<file path="src/rtl/clkmod_pkg.sv">
package clkmod_pkg;
    localparam int DUTY_W     = 3;
    localparam int SLOT_IDX_W = 3;
    localparam int MOD_SLOTS  = 1 << SLOT_IDX_W;
    localparam logic [DUTY_W-1:0] THERM_DUTY = 3'd3;
    localparam logic [DUTY_W-1:0] NO_MOD     = 3'd0;

    typedef logic [DUTY_W-1:0]     duty_t;
    typedef logic [SLOT_IDX_W-1:0] slot_t;
endpackage

</file>
<file path="src/rtl/clkmod_slot_timer.sv">
module clkmod_slot_timer
    import clkmod_pkg::*;
#(
    parameter int SLOT_W = 8
) (
    input  logic              clk_i,
    input  logic              rst_ni,
    input  logic [SLOT_W-1:0] slot_len_i,
    output slot_t             slot_o,
    output logic              period_end_o
);
    typedef struct packed {
        logic [SLOT_W-1:0] cyc;
        slot_t             slot;
    } tmr_t;

    tmr_t tmr_d, tmr_q;
    logic slot_last;

    always_comb begin
        tmr_d     = tmr_q;
        slot_last = (tmr_q.cyc >= slot_len_i);
        if (slot_last) begin
            tmr_d.cyc  = '0;
            tmr_d.slot = tmr_q.slot + slot_t'(1);
        end else begin
            tmr_d.cyc  = tmr_q.cyc + SLOT_W'(1);
        end
        slot_o       = tmr_q.slot;
        period_end_o = slot_last && (tmr_q.slot == slot_t'(MOD_SLOTS - 1));
    end

    always_ff @(posedge clk_i or negedge rst_ni) begin
        if (!rst_ni) tmr_q <= '0;
        else         tmr_q <= tmr_d;
    end

    // the slot index only ever steps by one
    p_slot_step_r8: assert property (@(posedge clk_i) disable iff (!rst_ni)
        (tmr_q.slot != $past(tmr_q.slot)) |-> (tmr_q.slot == $past(tmr_q.slot) + slot_t'(1)));

    // a slot ends only after its cycle count reached the programmed length
    p_cyc_wrap_r8: assert property (@(posedge clk_i) disable iff (!rst_ni)
        (tmr_q.slot != $past(tmr_q.slot)) |-> $past(tmr_q.cyc >= slot_len_i));
endmodule

</file>
<file path="src/rtl/clkmod_duty_arb.sv">
module clkmod_duty_arb
    import clkmod_pkg::*;
(
    input  logic  therm_i,
    input  logic  sw_en_i,
    input  duty_t sw_duty_i,
    output duty_t duty_o
);
    logic sw_valid;

    always_comb begin
        sw_valid = sw_en_i && (sw_duty_i != NO_MOD);
        if (therm_i && sw_valid)
            duty_o = (sw_duty_i < THERM_DUTY) ? sw_duty_i : THERM_DUTY;
        else if (therm_i)
            duty_o = THERM_DUTY;
        else if (sw_valid)
            duty_o = sw_duty_i;
        else
            duty_o = NO_MOD;
    end
endmodule

</file>
<file path="src/rtl/clkmod_core_gate.sv">
module clkmod_core_gate
    import clkmod_pkg::*;
(
    input  logic  clk_i,
    input  logic  rst_ni,
    input  slot_t slot_i,
    input  logic  period_end_i,
    input  logic  therm_i,
    input  logic  sw_en_i,
    input  duty_t sw_duty_i,
    output logic  en_o
);
    typedef struct packed {
        duty_t duty;
    } gate_t;

    gate_t gate_d, gate_q;
    duty_t duty_req;

    clkmod_duty_arb u_arb (
        .therm_i   (therm_i),
        .sw_en_i   (sw_en_i),
        .sw_duty_i (sw_duty_i),
        .duty_o    (duty_req)
    );

    always_comb begin
        gate_d = gate_q;
        if (period_end_i) gate_d.duty = duty_req;
        en_o = (gate_q.duty == NO_MOD) || (slot_i < gate_q.duty);
    end

    always_ff @(posedge clk_i or negedge rst_ni) begin
        if (!rst_ni) gate_q <= '0;
        else         gate_q <= gate_d;
    end

    // the captured duty moves only at a period boundary
    p_duty_hold_r7: assert property (@(posedge clk_i) disable iff (!rst_ni)
        !$past(period_end_i) |-> $stable(gate_q.duty));

    // a thermal request never yields more than three active slots
    p_therm_cap_r6: assert property (@(posedge clk_i) disable iff (!rst_ni)
        $past(period_end_i && therm_i) |-> (gate_q.duty inside {3'd1, 3'd2, 3'd3}));

    // a valid software code alone is captured unchanged
    p_sw_exact_r4: assert property (@(posedge clk_i) disable iff (!rst_ni)
        $past(period_end_i && !therm_i && sw_en_i && (sw_duty_i != NO_MOD))
        |-> (gate_q.duty == $past(sw_duty_i)));

    // with nothing requested the enable is high as the period opens
    p_idle_high_r2: assert property (@(posedge clk_i) disable iff (!rst_ni)
        $past(period_end_i && !therm_i && !sw_en_i) |-> en_o);
endmodule

</file>
<file path="src/rtl/clkmod_gate.sv">
module clkmod_gate
    import clkmod_pkg::*;
#(
    parameter int NUM_CORES = 4,
    parameter int SLOT_W    = 8
) (
    input  logic                        clk_i,
    input  logic                        rst_ni,
    input  logic [SLOT_W-1:0]           slot_len_i,
    input  logic [NUM_CORES-1:0]        therm_req_i,
    input  logic [NUM_CORES-1:0]        sw_en_i,
    input  logic [NUM_CORES*DUTY_W-1:0] sw_duty_i,
    output logic [NUM_CORES-1:0]        core_en_o
);
    slot_t slot;
    logic  period_end;

    clkmod_slot_timer #(.SLOT_W(SLOT_W)) u_timer (
        .clk_i        (clk_i),
        .rst_ni       (rst_ni),
        .slot_len_i   (slot_len_i),
        .slot_o       (slot),
        .period_end_o (period_end)
    );

    for (genvar c = 0; c < NUM_CORES; c++) begin : g_core
        clkmod_core_gate u_gate (
            .clk_i        (clk_i),
            .rst_ni       (rst_ni),
            .slot_i       (slot),
            .period_end_i (period_end),
            .therm_i      (therm_req_i[c]),
            .sw_en_i      (sw_en_i[c]),
            .sw_duty_i    (sw_duty_i[c*DUTY_W +: DUTY_W]),
            .en_o         (core_en_o[c])
        );
    end

    // slot zero of any period has at least one active slot for every core
    p_slot0_open_r1: assert property (@(posedge clk_i) disable iff (!rst_ni)
        (slot == slot_t'(0)) |-> (core_en_o == {NUM_CORES{1'b1}}));
endmodule

</file>
<file path="config.mk">
export PLATFORM = sky130hd
export DESIGN_NAME = clkmod_gate
export DESIGN_NICKNAME = d
export VERILOG_FILES = /design/src/rtl/clkmod_pkg.sv /design/src/rtl/clkmod_slot_timer.sv /design/src/rtl/clkmod_duty_arb.sv /design/src/rtl/clkmod_core_gate.sv /design/src/rtl/clkmod_gate.sv
export SDC_FILE = /design/constraint.sdc
export NUM_CORES = 1
export LEC_CHECK = 0
export BUFFER_PORTS_ARGS = -buffer_cell sky130_fd_sc_hd__buf_4
export CAP_MARGIN = 20
export CORE_UTILIZATION = 50
export CTS_CLUSTER_SIZE = 40
export DETAILED_ROUTE_END_ITERATION = 8
export PLACE_DENSITY = 0.74
export SLEW_MARGIN = 15
export SYNTH_ARGS = -nofsm -noshare
export SYNTH_HDL_FRONTEND = slang
export SYNTH_HIERARCHICAL = 1
export SYNTH_SLANG_ARGS = --single-unit
</file>
<file path="constraint.sdc">
create_clock -name clk_i -period 3.3 [get_ports clk_i]
set_clock_uncertainty 0.2 [all_clocks]
set_input_delay 0.825 -clock clk_i [delete_from_list [all_inputs] [get_ports clk_i]]
set_output_delay 0.825 -clock clk_i [all_outputs]
set_load 0.02 [all_outputs]
</file>
# Word level (Yosys, flattened, before mapping)
# Index checks and enable logic that the tools add are counted.
[totals]
out_inout_bits = 4
elab_cells = 56
regBits = 23
input_bits = 30
[op_classes]
mux = 17
magnitude_cmp = 9
reduce_logical = 21
addsub = 2
eq_ne = 1
[op_table]
columns = ["op", "count"]
rows = [
  ["$mux W3", 16],
  ["$logic_not A3 Y1", 4],
  ["$lt A3 B2 Y1 const B", 4],
  ["$lt A3 B3 Y1", 4],
  ["$reduce_bool A3 Y1", 4],
  ["$logic_and A1 B1 Y1", 9],
  ["$add A8 B1 Y8 const B", 1],
  ["$ge A8 B8 Y1", 1],
  ["$mux W8", 1],
  ["$logic_or A1 B1 Y1", 4],
  ["$add A3 B1 Y3 const B", 1],
  ["$eq A3 B3 Y1 const B", 1],
]

# Logic depth before layout (Yosys ltp)
# Gate-level depths: netlist of run 1.
[logic_depth]
ltp_word = 5
depth_mapped = 10
mapped_depth_nobuf = 9

# Hierarchy
# The synthesis of run 1 kept the hierarchy.
[modules_own_cells]
columns = ["module", "seq_area_each_um2", "area_per_inst_um2", "instances", "cells_each"]
rows = [
  ["clkmod_slot_timer", 275.3, 726.9, 1, 70],
  ["clkmod_core_gate", 75.1, 167.7, 4, 17],
  ["clkmod_duty_arb", 0.0, 42.5, 4, 5],
]

# Least setup slack after synthesis of run 1
# OpenSTA, ideal clock, no wires.
[synth_path]
path_kind = "input -> register"
start = "input port slot_len_i[0]"
end = "register g_core[0].u_gate/gate_q[0] (netlist name)"
t_arrival_ns = 2.661
required_ns = 2.975
setup_ns = 0.125
path_stages = 8
setup_slack_ns = 0.314
path_buffers = 1
cell_sequence = "ha_1 nand2b_4 a2111oi_2 o31a_1 o21ai_2 buf_6 and2_1 mux2_4"
[synth_between]
elab_chain_len = 2
[synth_lines]
columns = ["item", "line_no", "rtl"]
rows = [
  ["start: declaration", "clkmod_gate.sv:9", "input logic [SLOT_W-1:0] slot_len_i,"],
  ["$ge A8 B8 Y1", "clkmod_slot_timer.sv:22", "slot_last = (tmr_q.cyc >= slot_len_i);"],
  ["$logic_and A1 B1 Y1", "clkmod_slot_timer.sv:30", "period_end_o = slot_last && (tmr_q.slot == slot_t'(MOD_SLOTS - 1));"],
  ["named net period_end", "clkmod_gate.sv:16", "logic period_end;"],
  ["end signal: assignment", "clkmod_core_gate.sv:35", "else gate_q <= gate_d;"],
  ["end: declaration", "clkmod_core_gate.sv:17", "gate_t gate_d, gate_q;"],
]
# The timed path passes the listed nets, and every way through them passes these cells.
# A chain may end at the register's enable or synchronous reset.

# Worst setup path in the final report of run 1
[layout_path]
start = "input port slot_len_i[0]"
end = "register g_core[1].u_gate/gate_q[0] (netlist name)"
[layout_between]
elab_chain_len = 2
[layout_lines]
columns = ["item", "line_no"]
rows = [
  ["$ge A8 B8 Y1", "clkmod_slot_timer.sv:22"],
  ["$logic_and A1 B1 Y1", "clkmod_slot_timer.sv:30"],
  ["named net period_end", "clkmod_gate.sv:16"],
  ["end signal: assignment", "clkmod_core_gate.sv:35"],
  ["end: declaration", "clkmod_core_gate.sv:17"],
]
# The timed path passes the listed nets, and every way through them passes these cells.

==> results_dict.tcl, run 1 <==
set metrics [dict create \
    crit_chain "buf_4 > ha_1 > nand2b_4 > a2111oi_2 > o31a_1 > o21ai_2 > and2_1 > mux2_4" \
    r2r_slack_ns 0.62 \
    synth_simple_gate_area_share 0.171 \
    path_buf_inv 1 \
    cts_setup_buffers 0 \
    end_kind "flop" \
    vias 1214 \
    cts-root-buf "clkbuf_4" \
    synth_top_family_by_area "simple AND/OR/NAND/NOR gates" \
    critPathKind "in -> reg" \
    synth_top_area_frac 0.367 \
    overflow 0 \
    setup_slack_ns 0.523 \
    power_density_nw_per_um2 594 \
    cts_tree "yes" \
    core-area_sq_um 2850 \
    synth_cells 158 \
    antenna_found_initial 0 \
    syn_avg_cell_area_sq_um 9.92 \
    diodes 0 \
    worstPathMaxFanout 20 \
    rows 19 \
    numCtsBuffers 3 \
    dp_hpwl_mm 2.19 \
    final_util 0.650 \
    finalSetupTns_ns 0 \
    p_leak_uw 0.000978 \
    ys_seq_area_frac 0.367 \
    synth_fa_ha_area_frac 0.152 \
    drcViolationCount 4 \
    area_growth_pct 18.3 \
    maxCapViolations 0 \
    fin_crit_ns 2.78 \
    grt_setup_unrepaired "false" \
    clock_latency_ns 0.30 \
    yosysTopAreaCell "dfrtp_1" \
    muxShareOfSynthArea 0.0527 \
    setup_viol 0 \
    clock-sinks 23 \
    p_comb_frac 0.458 \
    cellInternalPower_uw 676 \
    peakVddDrop_mv 0.240 \
    hold_slack_ns 0.187 \
    violations "design-rule violations" \
    hold_buffers 0 \
    final_nets 242 \
    crit_family "simple AND/OR/NAND/NOR gates" \
    hold_viol_final 0 \
    max_stage_delay_ns 0.62 \
    die_y_um 58.0 \
    min_path_type "in -> async" \
    switching_share 0.386 \
    pre_cts_ws_ns 0.192 \
    grt_usage 0.188 \
    via_per_inst 5.44 \
    final_antenna_net_count 0 \
    synth_area_sq_um 1570 \
    grt_pass1_vias 1211 \
    synth_area_leaders "dfrtp_1 37%, ha_1 15%, a22o_1 4.5%, inv_1 4.3%, mux2_4 3.8%" \
    clockBufferDepth 2 \
    slew_viol_final 0 \
    worstPathArrival_ns 2.78 \
    io-pin-count 34 \
    ys_types 29 \
    synth_compound_area_frac 0.154 \
    worstMarginPinSlew_ns 0.733 \
    clk_pin_slew_ns 0.12 \
    cts_resized 0 \
    wl_per_cell_um 12.3 \
    timing.fmax_mhz 360 \
    seq_power_share 0.429 \
    initial_core_util 0.550 \
    grt_max_degree 24 \
    die_w_um 58.0 \
    maxSlewHeadroom 0.512 \
    io_buffers 33 \
    synth_seq_cells 23 \
    yosys_warnings 6 \
    total_power_uw 1100 \
    slowest_stage "and2_1" \
    p_sw_uw 425 \
    status "finished with violations" \
    critPathLaunchType "primary input" \
    drt_iter0_markers 28 \
    synth_xor_area_frac 0.0391 \
    final_layout_size_suffix_gt1_frac 0.255 \
    cts_max_level 1 \
    period_share 0.841 \
    wl_mm 2.74 \
    required_ns 3.30 \
    power.share.clock 0.113 \
    first_pass_iters 8 \
    place_congestion 0.782 \
    syn_nets 207 \
    dieArea_sq_um 3360 \
    grt_pass1_wl_mm 4.89 \
]
## power groups by stage
stage,clock [uW],sequential (uW),combinational (uW)
after detailed placement,0,480,505
after floorplan,0,434,403
after global routing,142,487,580
after CTS,132,474,509
after global placement,0,474,478
final,125,472,504
## worst paths after layout
| kind | cells past startpoint | endpoint | start |
|---|---|---|---|
| max | 8 | g_core[1].u_gate/gate_q[0] | slot_len_i[0] |
| min | 1 | u_timer/tmr_q[10] | rst_ni |
| max reg2reg | 8 | g_core[1].u_gate/gate_q[0] | u_timer/tmr_q[3] |
| min reg2reg | 1 | g_core[2].u_gate/gate_q[0] | g_core[2].u_gate/gate_q[0] |
| max in group asynchronous | 1 | u_timer/tmr_q[4] | rst_ni |
| min in group clk_i | 1 | g_core[2].u_gate/gate_q[0] | g_core[2].u_gate/gate_q[0] |
## cell type report
cell class                 count  area, sq um
timing repair buffer          34          255
sequential                    23          576
multi-input combinational    113          891
tap                           31         38.8
fill                         242          998
clock buffer                   4         26.3
inverter                      18         67.6
## state kept, by name (all words and copies together), names as in the netlist
register	flops
u_timer/slot_o	3
g_core.u_gate/gate_q	12
u_timer/tmr_q	8
## layout by cell type (no fill, tap or decap), types with 6 or more instances in the layout
master,n
a22o_1,8
nand3b_1,8
dfrtp_1,23
buf_4,34
ha_1,19
o21ai_0,9
xor2_1,6
nand3_1,6
nand2_1,12
inv_1,18
nor2_1,8
## layer usage
layer / vias up / GRT usage / routed length (um)
li1: 618 / - / -
met1: 565 / 0.240 / 1290
met2: 27 / 0.323 / 1320
met3: 4 / 0.0335 / 104
met4: 0 / 0.0612 / 27
met5: - / 0 / 0
## Yosys cell counts
master,number
and3_1,2
and3b_2,4
nand3b_1,8
mux2_4,4
inv_1,18
nand2b_4,1
a21o_1,1
buf_4,3
o21ai_0,9
nand2_1,12
a21oi_1,4
a2111oi_2,1
mux2_1,2
nor3_1,1
a22o_1,8
o31ai_1,4
ha_1,19
o21ai_2,1
o21ai_1,4
and2_1,1
nand3_1,6
nor2_1,8
dfrtp_1,23
o31a_1,1
buf_6,1
a21oi_4,1
nor2b_1,4
xor2_1,6
xnor2_1,1
## through the flow
| step | instances | cell area, sq um |
|---|---|---|
| detailed placement | 219 | 1830 |
| CTS | 223 | 1850 |
| global route | 223 | 1850 |
| finish | 223 | 1850 |
| floorplan | 158 | 1570 |
| global placement | 219 | 1830 |
## cells by family (layout without fill, tap and decap cells)
group,after synthesis,in the layout
compound gates,34,34
mux,6,6
simple gates,47,47
flops,23,23
buf+inv,22,56
xor+xnor,7,7
fa+ha+maj,19,19
(Power assumes the default switching activity.)
==> run 2: changes to the inputs <==
==> constraint.sdc (replaced) <==
create_clock -name clk_i -period 2.81 [get_ports clk_i]
set_clock_uncertainty 0.2 [all_clocks]
set_input_delay 0.7025 -clock clk_i [delete_from_list [all_inputs] [get_ports clk_i]]
set_output_delay 0.7025 -clock clk_i [all_outputs]
set_load 0.02 [all_outputs]
==> run 2 against run 1 <==
  * The run still ends with design-rule violations left
  * Via count shrank 0.41%
  * Sequential power grew 17%
  * Die area is the same
  * Count of clock-buffer cells in the layout is the same
  * Register-to-register slack lost 0.26 ns
  * Largest cell class unchanged
  * Largest power group unchanged
==> results_dict.tcl, run 2 (synthesis results as in run 1) <==
set metrics [dict create \
    status "finished with violations" \
    violations "design-rule violations" \
    maxCapViolations 0 \
    dp_hpwl_mm 2.35 \
    initial_core_util 0.550 \
    final_util 0.656 \
    final_layout_size_suffix_gt1_frac 0.268 \
    r2r-start "u_timer/tmr_q[3]" \
    hold_buffers 0 \
    final_common_cell "buf_4" \
    die_y_um 58.0 \
    maxSlewHeadroom 0.804 \
    worstMarginPinSlew_ns 0.294 \
    power_density_nw_per_um2 691 \
    core-area_sq_um 2850 \
    critPathKind "reg -> out" \
    grt_pass1_vias 1255 \
    finalSetupTns_ns 0 \
    setup_viol 0 \
    first_pass_iters 6 \
    timing.rr.end "g_core[0].u_gate/gate_q[1]" \
    min_path_type "in -> async" \
    timing.fmax_mhz 393 \
    peakVddDrop_mv 0.296 \
    final_nets 244 \
    worstPathArrival_ns 1.64 \
    total_power_uw 1290 \
    max_flop_register "g_core.u_gate/gate_q" \
    clk_pin_slew_ns 0.12 \
    cts_setup_buffers 0 \
    cts_resized 0 \
    num-fill-cells 247 \
    register_area_sq_um 576 \
    setup_slack_ns 0.267 \
    place_congestion 0.783 \
    required_ns 1.91 \
    p_leak_uw 0.000990 \
    grt_usage 0.196 \
    crit_start "u_timer/slot_o[2]" \
    die_w_um 58.0 \
    clock_latency_ns 0.29 \
    drt_iter0_markers 40 \
    period_share 0.905 \
    clock-sinks 23 \
    end_kind "output port" \
    diodes 0 \
    final_cell_mix "36 x buf_4, 23 x dfrtp_1, 19 x ha_1" \
    area_growth_pct 19.3 \
    rows 19 \
    r2r_cells 9 \
    pre_cts_ws_ns 0.0139 \
    r2r_slack_ns 0.36 \
    multi_input_area_sq_um 892 \
    wl_per_cell_um 12.8 \
    slew_viol_final 0 \
    overflow 0 \
    critPathLaunchType "flop" \
    via_per_inst 5.37 \
    grt_setup_unrepaired "false" \
    clockBufferDepth 2 \
    wl_mm 2.87 \
    io-pin-count 34 \
    io_buffers 33 \
    numCtsBuffers 3 \
    largest_reg_flops 12 \
    fin_crit_ns 2.54 \
    vias 1209 \
    hold_viol_final 0 \
    cts_max_level 1 \
    grt_max_degree 24 \
    drcViolationCount 2 \
    grt_pass1_wl_mm 5.10 \
    cts_tree "yes" \
    final_antenna_net_count 0 \
    cts-root-buf "clkbuf_4" \
    worstPathMaxFanout 6 \
    antenna_found_initial 0 \
    dieArea_sq_um 3360 \
    cp-endpoint "core_en_o[2]" \
]
## run 2: cell count changes in the layout (fill, tap and decap cells not counted)
cell and delta:
and2_1 -1, and2_2 +1, buf_4 +2
## run 2: area by class of cell
cell class	count	area share
clock buffers	4	0.0140
multi-input cells	113	0.477
repair buffers	36	0.144
well taps	31	0.0207
inverters	18	0.0361
flip-flops and latches	23	0.308
## run 2: per-layer routing
layer | track usage | wire (um)
met1 | 0.229 | 1220
met2 | 0.374 | 1550
met3 | 0.0268 | 79
met4 | 0.0442 | 13
met5 | 0 | 0
## run 2: worst min path at each step
stage / endpoint / slack [ns] / start / cells after the start
global route: u_timer/tmr_q[4] / 0.07 / rst_ni / 1
global placement: g_core[3].u_gate/gate_q[0] / 0.32 / g_core[3].u_gate/gate_q[0] / 1
finish: u_timer/tmr_q[5] / 0.08 / rst_ni / 1
CTS: u_timer/tmr_q[4] / 0.08 / rst_ni / 1
floorplan: g_core[0].u_gate/gate_q[0] / 0.21 / rst_ni / 0
detailed placement: g_core[0].u_gate/gate_q[0] / 0.32 / g_core[0].u_gate/gate_q[0] / 1
## run 2: through the flow
step                cells  instance area [sq um]  hold WS (ns)
floorplan             158                   1570         0.207
finish                225                   1870        0.0753
global placement      221                   1840         0.324
global route          225                   1870        0.0696
detailed placement    221                   1840         0.322
CTS                   225                   1870        0.0759
## run 2: worst max-delay path: stages (launching register included)
cell and delay [ns]:
dfrtp_1 0.48, ha_1 0.34, a21oi_1 0.15, o21ai_1 0.10, o31ai_1 0.08, buf_4 0.19
## run 2: where the power goes
part	leakage, uW	switching, uW	internal, uW
sequential	0.000267	120	433
clock	0.0000150	90.7	55.2
combinational	0.000708	287	306
